**src/rtl/msTimerPkg.sv**
```systemverilog
package msTimerPkg;
  localparam int DIGIT_W = 4;

  typedef struct packed {
    logic clrCount;
    logic incCount;
    logic updBest;
    logic rstBest;
  } ctlStrobes_t;
endpackage

```
**src/rtl/msTimerCtrl.sv**
```systemverilog
module msTimerCtrl
  import msTimerPkg::*;
(
  input  logic        clk,
  input  logic        rstN,
  input  logic        runEn,
  input  logic        msTick,
  input  logic        clearCount,
  input  logic        bestClear,
  output ctlStrobes_t strobes
);
  logic runQ;

  always_ff @(posedge clk or negedge rstN) begin
    if (!rstN) runQ <= 1'b0;
    else       runQ <= runEn;
  end

  always_comb begin
    strobes.clrCount = clearCount;
    strobes.incCount = runEn & msTick;
    strobes.updBest  = runQ & ~runEn;
    strobes.rstBest  = bestClear;
  end

  // an update strobe lasts one cycle per falling run edge
  a_r8_single_strobe: assert property (@(posedge clk) disable iff (!rstN)
    strobes.updBest |=> !strobes.updBest);
endmodule

```
**src/rtl/msTimerDatapath.sv**
```systemverilog
module msTimerDatapath
  import msTimerPkg::*;
#(
  parameter int DIGITS = 3,
  localparam int W = DIGITS * DIGIT_W
) (
  input  logic        clk,
  input  logic        rstN,
  input  ctlStrobes_t strobes,
  output logic [W-1:0] countQ,
  output logic [W-1:0] bestQ
);
  localparam logic [W-1:0] MAX_BCD = {DIGITS{4'h9}};

  logic [DIGITS:0] carry;
  logic [W-1:0]    rippled;
  logic [W-1:0]    countNext;

  assign carry[0] = strobes.incCount;

  for (genvar i = 0; i < DIGITS; i++) begin : gDigit
    logic [DIGIT_W-1:0] digit;
    logic               isNine;
    assign digit  = countQ[i*DIGIT_W +: DIGIT_W];
    assign isNine = (digit == 4'd9);
    assign carry[i+1] = carry[i] & isNine;
    assign rippled[i*DIGIT_W +: DIGIT_W] =
      !carry[i] ? digit : (isNine ? 4'd0 : digit + 4'd1);

    // each digit stays decimal
    a_r10_count_digit: assert property (@(posedge clk) disable iff (!rstN)
      countQ[i*DIGIT_W +: DIGIT_W] <= 4'd9);
    a_r10_best_digit: assert property (@(posedge clk) disable iff (!rstN)
      bestQ[i*DIGIT_W +: DIGIT_W] <= 4'd9);
  end

  // A carry out of the top digit means every digit is 9: hold (saturate)
  assign countNext = carry[DIGITS] ? countQ : rippled;

  always_ff @(posedge clk or negedge rstN) begin
    if (!rstN)                 countQ <= '0;
    else if (strobes.clrCount) countQ <= '0;
    else                       countQ <= countNext;
  end

  always_ff @(posedge clk or negedge rstN) begin
    if (!rstN)                                    bestQ <= MAX_BCD;
    else if (strobes.rstBest)                     bestQ <= MAX_BCD;
    else if (strobes.updBest && (countQ < bestQ)) bestQ <= countQ;
  end

  a_r1_hold: assert property (@(posedge clk) disable iff (!rstN)
    (!strobes.incCount && !strobes.clrCount) |=> $stable(countQ));
  a_r4_no_overflow: assert property (@(posedge clk) disable iff (!rstN)
    (countQ == MAX_BCD && !strobes.clrCount) |=> countQ == MAX_BCD);
  a_r5_clear: assert property (@(posedge clk) disable iff (!rstN)
    strobes.clrCount |=> countQ == '0);
  a_r7_best_reset: assert property (@(posedge clk) disable iff (!rstN)
    strobes.rstBest |=> bestQ == MAX_BCD);
  a_r8_best_monotonic: assert property (@(posedge clk) disable iff (!rstN)
    !strobes.rstBest |=> bestQ <= $past(bestQ));
  a_r8_no_spurious: assert property (@(posedge clk) disable iff (!rstN)
    (!strobes.rstBest && !strobes.updBest) |=> $stable(bestQ));
endmodule

```
**src/rtl/reactionMsTimer.sv**
```systemverilog
module reactionMsTimer
  import msTimerPkg::*;
(
  input  logic        clk,
  input  logic        rstN,
  input  logic        bestClear,
  input  logic        runEn,
  input  logic        clearCount,
  input  logic        msTick,
  output logic [11:0] curTime,
  output logic [11:0] bestTime
);
  localparam int DIGITS = 3;

  ctlStrobes_t strobes;

  msTimerCtrl u_ctrl (
    .clk        (clk),
    .rstN       (rstN),
    .runEn      (runEn),
    .msTick     (msTick),
    .clearCount (clearCount),
    .bestClear  (bestClear),
    .strobes    (strobes)
  );

  msTimerDatapath #(.DIGITS(DIGITS)) u_dp (
    .clk     (clk),
    .rstN    (rstN),
    .strobes (strobes),
    .countQ  (curTime),
    .bestQ   (bestTime)
  );
endmodule

```
**config.mk**
```make
export PLATFORM = sky130hd
export DESIGN_NAME = reactionMsTimer
export DESIGN_NICKNAME = d
export VERILOG_FILES = /design/src/rtl/msTimerPkg.sv /design/src/rtl/msTimerCtrl.sv /design/src/rtl/msTimerDatapath.sv /design/src/rtl/reactionMsTimer.sv
export SDC_FILE = /design/constraint.sdc
export NUM_CORES = 1
export LEC_CHECK = 0
export CAP_MARGIN = 10
export CORE_MARGIN = 1.5
export CORE_UTILIZATION = 45
export CTS_CLUSTER_SIZE = 8
export DETAILED_ROUTE_END_ITERATION = 10
export DONT_BUFFER_PORTS = 1
export HOLD_SLACK_MARGIN = 0.06
export PLACE_DENSITY = 0.65
export SYNTH_ARGS = -nofsm -noshare
export SYNTH_HDL_FRONTEND = slang
export SYNTH_HIERARCHICAL = 1
export SYNTH_SLANG_ARGS = --single-unit
export TNS_END_PERCENT = 1
```
**constraint.sdc**
```tcl
create_clock -name clk -period 4.9 [get_ports clk]
set_clock_uncertainty 0.05 [all_clocks]
set_input_delay 0.735 -clock clk [delete_from_list [all_inputs] [get_ports clk]]
set_output_delay 0.735 -clock clk [all_outputs]
set_load 0.005 [all_outputs]
```
# Word-level counts from Yosys, hierarchy flattened
# Cells that the tools add are included.
[totals]
regBits = 25
in_bits = 6
out_inout_bits = 24
elab_cells = 37
[classes]
n_addsub = 3
n_lt_le_gt_ge = 1
n_eq_ne = 4
muxes = 10
bitwise_logic = 6
n_reduce_logical = 8
[ops]
columns = ["cell", "n"]
rows = [
  ["12-bit two-way mux", 4],
  ["4-bit two-way mux", 6],
  ["4-bit by 1-bit adder with 4-bit output (second input constant)", 3],
  ["4-bit == test (second input constant)", 3],
  ["12-bit < comparator", 1],
  ["2-bit nonzero test", 4],
  ["2-bit AND reduction", 3],
  ["1-bit AND", 5],
  ["2-bit inequality test (second input constant)", 1],
  ["1-bit logical AND", 1],
  ["1-bit inverter", 1],
]

# Logic depth before layout (Yosys ltp)
# Gate-level depths: netlist of the first run.
[logic_depth]
ltp_word = 6
depth_mapped = 8
depth_no_buf = 7

# By module
# Netlist of the first run, hierarchy kept.
[modules_own_cells]
columns = ["module", "instances", "cells_each", "area_each_um2", "seq_area_each_um2"]
rows = [
  ["msTimerDatapath", 1, 162, 1525.2, 608.1],
  ["msTimerCtrl", 1, 5, 56.3, 25.0],
]

# Least setup slack after synthesis of the first run
# No wires, ideal clock.
[synth_path]
kind = "flip-flop to flip-flop"
start = "register u_dp.bestQ[7]"
end = "register u_dp.bestQ[11]"
setup_time_ns = 0.075
arrival_ns = 2.220
t_required_ns = 4.775
path_slack_ns = 2.555
stages_incl_launch_ff = 9
n_path_buf = 1
synth_period_minus_slack_ns = 2.345
cell_sequence = "dfstp_2 > inv_1 > ha_1 > a21oi_1 > nor2_1 > or4b_1 > a221oi_2 > buf_6 > mux2i_1"
[synth_via]
elab_chain_cells = 3
[synth_lines]
columns = ["element", "line_no", "text"]
rows = [
  ["from (decl)", "msTimerDatapath.sv:11", "output logic [W-1:0] bestQ"],
  ["from (signal assigned)", "msTimerDatapath.sv:49", "else if (strobes.updBest && (countQ < bestQ)) bestQ <= countQ;"],
  ["12-bit < comparator", "msTimerDatapath.sv:49", ""],
  ["1-bit logical AND", "msTimerDatapath.sv:49", ""],
  ["2-bit nonzero test (no line)", "--", ""],
]
# Every way passes these cells.
# A chain may end at the register's enable or synchronous reset.

# Worst setup path in the final report of the first run
[layout_path]
start = "register u_dp.bestQ[7]"
end = "register u_dp.bestQ[1]"
# Same word-level chain as after synthesis.

==> out/qor.yml, run 1 <==
critPathTopFamily: "compound AO/OA/AOI/OAI gates"
rows: 21
cts_num_sinks: 25
fmax_mhz: 354
crit_required_ns: 5.09
synth_top_cell_area_share_pct: 30.1
hold_viol: 0
grt_use_total_pct: 17.3
fp.dieH_um: 62.3
per_instance_average_area_after_synthesis_um2: 9.47
setup-violations-final: 0
fin_nets: 191
synth.lib_cells_used.distinct: 37
buffer_ports.inserted: 0
async_reset_ff_share_pct: 100
worst-endpoint-arrival_ns: 3.02
irDropWorstVdd_uv: 84.0
yosysTopAreaCell: "dfrtp_1"
antenna_violations_before_repair: 0
grt_pass1_wl_um: 5440
timing.reg2reg.worst_path_depth: 8
yosysWarnings: 6
drc_errors: 0
synthesis.area_um2: 1580
violation_count_after_the_first_detailed_routing_iteration: 65
critPathMaxStageDelay_ns: 0.58
worst_slew_pin_slew_ns: 0.962
final-seq-area_um2: 633
finalCoreUtilization_pct: 48.9
cts_tree: "built"
timing.critical_path.from_type: "flip-flop"
hold_path.class: "input port to asynchronous set/reset pin"
via_count: 1140
die_width_um: 62.3
slew-limit-headroom_pct: 35.7
floorplan.die_area_um2: 3880
cts.hold.buffers_added: 1
p_per_area_nw_per_um2: 207
drive_above_1_share_pct: 8.38
multi_input_comb_area_um2: 855
yosysSeqAreaShare_pct: 40.0
top_level_ports: 30
timing.critical_path.slowest_stage_cell: "dfstp_2"
ys_seq_elements: 25
htree_levels: 1
grt_overflow: 0
maxCapViolations: 0
tritoncts.num_buffers: 3
clock_insertion_delay_worst_skew_ns: 0.32
power.static_leakage_nw: 0.748
startpoint_to_endpoint_class_of_the_critical_path: "flip-flop to flip-flop"
dominant_register_cell_in_the_synthesized_netlist: "dfrtp_1"
post_route_wl_um: 3200
fin_tns_setup_ns: 0
antennaDiodeCount: 0
synth.top_cells.by_area: "dfrtp_1 30%, ha_1 13%, dfstp_2 10%, mux2i_1 8.9%, nor2_1 5.9%"
cp.buffers_inverters: 2
drv_slew: 0
drtPass1Iterations: 4
crit_chain: "inv_1, ha_1, a21oi_1, nor2_1, or4b_1, a221oi_2, buf_4, mux2i_1"
worst_r2r_startpoint: "u_dp/bestQ[7]$_DFFE_PN1P_"
post_cts.resized_instances: 0
regToRegEndpoint: "u_dp/bestQ[1]$_DFFE_PN0P_"
core_um2: 3360
min_period_ns: 2.83
drt-wirelength-per-cell_um: 15.0
place_hpwl_um: 2340
postCtsSetupRepairBufs: 0
layout_common_cells: "25 x nor2_1, 19 x dfrtp_1, 17 x ha_1"
grt_start_max_net_pins: 25
syn-instance-count: 167
grt_pass1_vias: 1109
place_congestion: 0.844
layout-area-overhead-vs-synth_pct: 4.03
cts_max_path_buffers: 2
floorplan.initialDensity_pct: 47.0
synth_fp_nets: 190
fillCellCount: 335
commonest_non_fill_non_tap_cell_in_the_layout: "nor2_1"
synth_edf_count: 0
cts_root_buffer: "clkbuf_4"
rsz0062_at_grt: "no"
cp_max_fo: 7
status: "finished clean"
r2r_slack_ns: 2.07
drtAntennaViolNets: 0
setup.worst_path.end_class: "flip-flop"
p_total_mw: 0.340
clk_transition_reported_paths_ns: 0.14
layout_worst_path_cycle_share_pct: 57.7
via_density_per_instance: 5.35
sequential cells by signal, indices dropped and copies added (netlist names):
signal	flops
u_dp/countQ	12
u_dp/bestQ	12
u_ctrl/runQ	1
cells by family (layout without fill, tap and decap cells):
kind of cell	Yosys count	count (layout)	share of synthesized area, %
AO/OA/AOI/OAI	22	22	9.34
XOR/XNOR	3	3	1.66
adder cells (fa/ha/maj)	17	17	13.4
buffers and inverters	21	21	5.93
flip-flops	25	25	40.0
multiplexers	14	14	8.86
AND/OR/NAND/NOR	65	65	20.7
Yosys cell counts (2+ instances only):
| cell | count |
|---|---|
| nand2b_1 | 13 |
| a21oi_1 | 9 |
| nor3_1 | 3 |
| nor2_1 | 25 |
| nand4_1 | 3 |
| clkbuf_1 | 3 |
| buf_4 | 2 |
| ha_1 | 17 |
| dfrtp_1 | 19 |
| dfstp_2 | 6 |
| xor2_1 | 2 |
| mux2i_1 | 14 |
| nand2_1 | 10 |
| o21ai_0 | 3 |
| nor2b_1 | 2 |
| inv_1 | 15 |
how the worst max path moves through the flow:
stage | start | endpoint | cells past startpoint | slack [ns]
2_1_floorplan | u_dp/bestQ[7]$_DFFE_PN1P_ | u_dp/bestQ[11]$_DFFE_PN1P_ | 8 | 2.56
3_3_place_gp | u_dp/bestQ[7]$_DFFE_PN1P_ | u_dp/bestQ[5]$_DFFE_PN0P_ | 8 | 2.20
3_5_place_dp | u_dp/bestQ[7]$_DFFE_PN1P_ | u_dp/bestQ[1]$_DFFE_PN0P_ | 8 | 2.10
4_1_cts | u_dp/bestQ[7]$_DFFE_PN1P_ | u_dp/bestQ[2]$_DFFE_PN0P_ | 8 | 2.06
5_1_grt | u_dp/bestQ[7]$_DFFE_PN1P_ | u_dp/bestQ[0]$_DFFE_PN1P_ | 8 | 1.95
6_report | u_dp/bestQ[7]$_DFFE_PN1P_ | u_dp/bestQ[1]$_DFFE_PN0P_ | 8 | 2.07
worst reg2reg max path, delay by kind of cell, from the launching register on:
kind / cells / cell delay, ns
multiplexers: 1 / 0.21
buffers and inverters: 2 / 0.36
AND/OR/NAND/NOR: 2 / 0.56
AO/OA/AOI/OAI: 2 / 0.72
adder cells (fa/ha/maj): 1 / 0.28
flip-flops: 1 / 0.58
layer usage:
metal,up-vias,part of all wire [%],global-route usage (%)
li1,560,-,-
met1,544,46,24.0
met2,32,47,27.7
met3,4,5.2,3.80
met4,0,1.1,4.17
met5,-,0,0
report_power, final:
| group | leakage [nW] | total (mW) | internal (mW) | switching, mW |
|---|---|---|---|---|
| clock network | 0.0150 | 0.0923 | 0.0318 | 0.0604 |
| logic | 0.407 | 0.0276 | 0.0127 | 0.0149 |
| registers | 0.326 | 0.220 | 0.214 | 0.00601 |
| total | 0.748 | 0.340 | 0.259 | 0.0813 |
final cells by class:
class | count | area share (%)
multi-input cells | 121 | 51.9
clock buffers | 4 | 1.60
well taps | 46 | 3.50
inverters | 15 | 3.42
repair buffers | 2 | 1.06
flip-flops and latches | 25 | 38.5
stage by stage:
stage          hold slack [ns]  cells  instance area, um2  setup slack [ns]
6_report                 0.184    213                1650              2.07
3_5_place_dp             0.390    208                1610              2.10
4_1_cts                  0.178    213                1650              2.06
3_3_place_gp             0.390    208                1610              2.20
5_1_grt                  0.145    213                1650              1.95
2_1_floorplan            0.389    167                1580              2.56
No activity file was read; power rests on OpenSTA's default activity.
==> run 2: changes to the inputs <==
ABC_AREA = 1   (was unset)
clock period = 2.9 ns   (was 4.9 ns; I/O delays follow)
==> run 2 against run 1 <==
Compared with the run above: count of clock-buffer cells in the layout unchanged; register-to-register slack lost 1.2 ns; sequential power increased by 98%; wire length increased by 10%; non-clock buffer count up 1.
==> out/qor.yml, run 2 <==
status: "finished clean"
place_congestion: 0.774
postCtsSetupRepairBufs: 0
yosysWarnings: 6
fillCellCount: 380
dominant_register_cell_in_the_synthesized_netlist: "dfrtp_1"
pre_cts_ws_ns: 0.904
synth_fp_nets: 244
fmax_mhz: 493
slew-limit-headroom_pct: 44.2
cp_max_fo: 13
clock_insertion_delay_worst_skew_ns: 0.27
p_per_area_nw_per_um2: 450
synth_top_cells_by_count: "64 x nand2_1, 37 x inv_1, 19 x dfrtp_1"
crit_required_ns: 3.05
synth.lib_cells_used.distinct: 25
power_frac_comb_pct: 22.4
hold_path.class: "input port to flip-flop"
syn-instance-count: 221
cts_root_buffer: "clkbuf_8"
place_hpwl_um: 2640
grt_use_total_pct: 18.0
yosysTopAreaCell: "dfrtp_1"
antenna_violations_before_repair: 0
yosysSeqAreaShare_pct: 36.0
internal_power_mw: 0.553
via_density_per_instance: 4.93
core_um2: 3720
fin_tns_setup_ns: 0
ys_seq_elements: 25
place.detailed.instances: 265
final_cells: 271
setup.worst_path.end_class: "flip-flop"
worst_slew_pin_slew_ns: 0.837
cts.hold.buffers_added: 2
cts_max_path_buffers: 2
per_instance_average_area_after_synthesis_um2: 7.96
grt_overflow: 0
htree_levels: 1
top_level_ports: 30
via_count: 1335
startpoint_to_endpoint_class_of_the_critical_path: "flip-flop to flip-flop"
layout-area-overhead-vs-synth_pct: 5.05
worst-endpoint-arrival_ns: 2.18
fin_nets: 247
power.static_leakage_nw: 0.968
fp.dieH_um: 65.5
rows: 22
floorplan.initialDensity_pct: 47.3
rsz0062_at_grt: "no"
clock_power_share_pct: 25.1
maxCapViolations: 0
irDropWorstVdd_uv: 265
die_width_um: 65.5
grt_start_max_net_pins: 26
buffer_ports.inserted: 0
seq_power_share_pct: 52.5
p_sw_mw: 0.278
grt_pass1_wl_um: 5930
layout_worst_path_cycle_share_pct: 70.0
grt_pass1_vias: 1318
synth_top_cell_area_share_pct: 27.0
drv_slew: 0
netSwitchingFraction_pct: 33.5
cts_tree: "built"
drc_errors: 0
yosys.cell_count.top_type: "nand2_1"
largest_registers: "u_dp/bestQ: 12 flops, u_dp/countQ: 12 flops, u_ctrl/runQ: 1 flops"
antennaDiodeCount: 0
floorplan.die_area_um2: 4290
timing.critical_path.from_type: "flip-flop"
min_period_ns: 2.03
commonest_non_fill_non_tap_cell_in_the_layout: "nand2_1"
setup_ws_ns: 0.870
post_cts.resized_instances: 0
drtPass1Iterations: 4
dpl-instance-area_um2: 1770
synth_edf_count: 0
cts_num_sinks: 25
post_route_wl_um: 3530
clk_transition_reported_paths_ns: 0.09
drtAntennaViolNets: 0
layout_common_cells: "64 x nand2_1, 37 x inv_1, 19 x dfrtp_1"
hold_viol: 0
drt-wirelength-per-cell_um: 13.0
hold-worst-slack_ns: 0.136
synthesis.area_um2: 1760
async_reset_ff_share_pct: 100
synth.top_cells.by_area: "dfrtp_1 27%, nand2_1 14%, ha_1 12%, dfstp_2 9.0%, inv_1 7.9%"
drive_above_1_share_pct: 17.0
tritoncts.num_buffers: 3
violation_count_after_the_first_detailed_routing_iteration: 67
setup-violations-final: 0
post-route-cell-area_um2: 1850
-- run 2: cell types whose count changed after synthesis, moves of 4 or more --
cell,delta
nor2_1,-16
nand2_1,+54
inv_1,+22
nand4_1,+6
nand3_1,+10
mux2i_1,-14
nand2b_1,-13
nand2_2,+4
nand3_2,+11
a21oi_1,-5
-- run 2: final cells by class --
class                      instances  area (um2)  area share, %
inverter                          39         146           7.92
multi-input combinational        152         926           50.1
timing repair buffer               3        37.5           2.03
clock buffer                       4        45.0           2.44
sequential                        25         633           34.3
tap                               48        60.1           3.25
-- run 2: power by group through the flow --
stage | sequential, mW | combinational, mW | clock (mW)
after floorplan | 0.430 | 0.159 | 0
after global placement | 0.446 | 0.174 | 0
after detailed placement | 0.445 | 0.176 | 0
after CTS | 0.438 | 0.190 | 0.217
after global routing | 0.443 | 0.222 | 0.232
final | 0.436 | 0.187 | 0.209
-- run 2: path summary, 6_finish.rpt --
path | start | endpoint | slack (ns) | cells after the start
setup / recovery | u_dp/bestQ[11]$_DFFE_PN1P_ | u_dp/bestQ[4]$_DFFE_PN1P_ | 0.87 | 11
max in group asynchronous | rstN | u_dp/bestQ[8]$_DFFE_PN1P_ | 2.02 | 2
hold / removal | runEn | u_ctrl/runQ$_DFF_PN0_ | 0.14 | 0
setup reg to reg | u_dp/bestQ[11]$_DFFE_PN1P_ | u_dp/bestQ[4]$_DFFE_PN1P_ | 0.87 | 11
hold reg to reg | u_dp/bestQ[11]$_DFFE_PN1P_ | u_dp/bestQ[11]$_DFFE_PN1P_ | 0.45 | 2
min in group asynchronous | rstN | u_ctrl/runQ$_DFF_PN0_ | 0.54 | 2
-- run 2: critical path, cell delays in order, from the launching register on --
cell and delay (ns):
dfstp_2 0.57, inv_1 0.05, ha_1 0.28, nand2_1 0.08, nor2_2 0.14, nand2_2 0.10, nor2_4 0.11, nand2_4 0.09
nand2_4 0.19, nand2_2 0.13, nand2_1 0.11, nand2_1 0.05
-- run 2: per-layer routing --
metal | global-route usage, % | routed length [um] | vias up
met4 | 5.21 | 33 | 0
met1 | 23.4 | 1660 | 612
met5 | 0 | 0 | -
met3 | 3.77 | 125 | 2
met2 | 30.1 | 1710 | 24
li1 | - | - | 697
-- run 2: cell families (layout without fill, tap and decap cells) --
family                     after synthesis  in the layout  synth area share, %
and+or+nand+nor                        120            120                 35.1
buffers and inverters                   44             46                 11.4
AOI/OAI and AO/OA                       10             10                 2.92
xor gates and xnor gates                 5              5                 2.49
DFF                                     25             25                 36.0
adders and majority gates               17             17                 12.1
-- run 2: through the flow --
| stage | utilization (%) | power, mW |
|---|---|---|
| finish | 49.7 | 0.832 |
| global route | 49.7 | 0.897 |
| CTS | 49.7 | 0.845 |
| detailed placement | 47.7 | 0.621 |
| global placement | 47.7 | 0.620 |
| floorplan | - | 0.589 |
==> run 3: changes to the inputs <==
ABC_AREA = 0   (was 1)
PLACE_DENSITY = 0.67   (was 0.65)
clock period = 1.8 ns   (was 2.9 ns; I/O delays follow)
==> run 3 against run 2 <==
Compared with the run above: the flow now finishes with violations (negative setup slack); critical path depth is 3 lower; utilization is 12 points higher; first-iteration DRC count is 43% lower; via count is 0.60% lower; hold slack worse by 0.073 ns; cell area is 12% higher; combinational power is 19% lower; critical endpoint is now u_dp/bestQ[2]$_DFFE_PN0P_.
==> out/qor.yml, run 3 (synthesis gave the netlist of run 1 again) <==
status: "complete, but fails checks"
violations: "negative setup slack"
cts_max_path_buffers: 2
p_per_area_nw_per_um2: 482
place_congestion: 0.753
violation_count_after_the_first_detailed_routing_iteration: 38
setup_ws_ns: -0.557
core_um2: 3360
crit_chain: "inv_2, ha_4, nand4_1, nor2_1, or4b_4, a221oi_4, buf_6, mux2i_1"
crit_required_ns: 2.00
via_count: 1327
p_total_mw: 1.00
cp.buffers_inverters: 2
antenna_violations_before_repair: 0
cts_num_sinks: 25
drive_above_1_share_pct: 32.5
cts_root_buffer: "clkbuf_4"
htree_levels: 1
drtPass1Iterations: 4
clk_transition_reported_paths_ns: 0.14
critPathTopFamily: "simple AND/OR/NAND/NOR gates"
place_hpwl_um: 2800
grt_start_max_net_pins: 26
drt-wirelength-per-cell_um: 15.6
layout-area-overhead-vs-synth_pct: 31.4
fp.dieH_um: 62.3
rows: 21
maxCapViolations: 0
timing.critical_path.slowest_stage_cell: "dfstp_2"
top_level_ports: 30
grt_overflow: 0
floorplan.die_area_um2: 3880
fin_nets: 230
cp_max_fo: 5
setup-violations-final: 16
worst_slew_pin_slew_ns: 0.525
layout_worst_path_cycle_share_pct: 131
via_density_per_instance: 5.27
drc_errors: 0
irDropWorstVdd_uv: 351
grt_pass1_vias: 1381
tritoncts.num_buffers: 3
drv_slew: 0
fillCellCount: 297
commonest_non_fill_non_tap_cell_in_the_layout: "buf_4"
clock_insertion_delay_worst_skew_ns: 0.32
slew-limit-headroom_pct: 64.9
hold_viol: 0
antennaDiodeCount: 0
grt_pass1_wl_um: 6490
drtAntennaViolNets: 0
grt_use_total_pct: 20.9
critPathMaxStageDelay_ns: 0.56
power.static_leakage_nw: 0.943
min_period_ns: 2.36
fmax_mhz: 424
rsz0062_at_grt: "yes"
finalCoreUtilization_pct: 61.8
cts_tree: "built"
largest_registers: "u_dp/bestQ: 12 flops, u_dp/countQ: 12 flops, u_ctrl/runQ: 1 flops"
buffer_ports.inserted: 0
post_route_wl_um: 3940
hold_path.class: "input port to flip-flop"
worst-endpoint-arrival_ns: 2.55
layout_common_cells: "31 x buf_4, 25 x nor2_1, 19 x dfrtp_1"
timing.critical_path.from_type: "flip-flop"
setup.worst_path.end_class: "flip-flop"
die_width_um: 62.3
floorplan.initialDensity_pct: 47.0
startpoint_to_endpoint_class_of_the_critical_path: "flip-flop to flip-flop"
## run 3: power breakdown
group,leakage (nW),internal (mW),switching [mW]
combinational,0.603,0.0757,0.0752
sequential,0.326,0.583,0.00892
clock,0.0150,0.0867,0.172
## run 3: area by class of cell
class / count / area (um2) / area share [%]
multi-input cells: 121 / 957 / 46.1
clock buffers: 4 / 26.3 / 1.26
inverters: 15 / 56.3 / 2.71
flip-flops and latches: 25 / 633 / 30.5
well taps: 46 / 57.6 / 2.77
repair buffers: 41 / 348 / 16.7
## run 3: layer usage
layer	GRT usage [%]	routed length (um)	part of all wire (%)	up-vias
li1	-	-	-	641
met1	25.2	1590	40	641
met2	37.0	2070	53	36
met3	3.99	183	4.7	9
met4	8.06	93	2.4	0
met5	0	0	0	-
## run 3: path summary, 6_finish.rpt
| check | from | end | slack (ns) | cells past startpoint |
|---|---|---|---|---|
| max | u_dp/bestQ[11]$_DFFE_PN1P_ | u_dp/bestQ[2]$_DFFE_PN0P_ | -0.56 | 8 |
| min | bestClear | u_dp/bestQ[11]$_DFFE_PN1P_ | 0.06 | 2 |
| max reg2reg | u_dp/bestQ[11]$_DFFE_PN1P_ | u_dp/bestQ[2]$_DFFE_PN0P_ | -0.56 | 8 |
| min reg2reg | u_dp/bestQ[3]$_DFFE_PN1P_ | u_dp/bestQ[3]$_DFFE_PN1P_ | 0.61 | 3 |
| max in group asynchronous | rstN | u_dp/bestQ[0]$_DFFE_PN1P_ | 1.14 | 2 |
| min in group asynchronous | rstN | u_dp/countQ[11]$_DFFE_PN0P_ | 0.32 | 2 |
## run 3: what timing repair did
item | 4_1_cts | 5_1_grt
pin swaps | 7 | 1
buffers inserted | 1 | 0
endpoints found under the setup margin | 16 | 22
endpoints found under the hold margin | 44 | 2
hold buffers | 5 | 1
gates resized for setup | 11 | 9
## run 3: metrics by stage
step           TNS (ns)  hold slack, ns  cell area [um2]  instances  setup slack [ns]
4_1_cts           -6.21          0.0620             2040        251            -0.553
6_report          -6.29          0.0630             2080        252            -0.557
3_5_place_dp      -6.65         -0.0749             1900        241            -0.578
5_1_grt           -8.17          0.0607             2080        252            -0.658
3_3_place_gp      -5.88         -0.0748             1900        241            -0.488
2_1_floorplan     -5.27         -0.0756             1620        167            -0.470
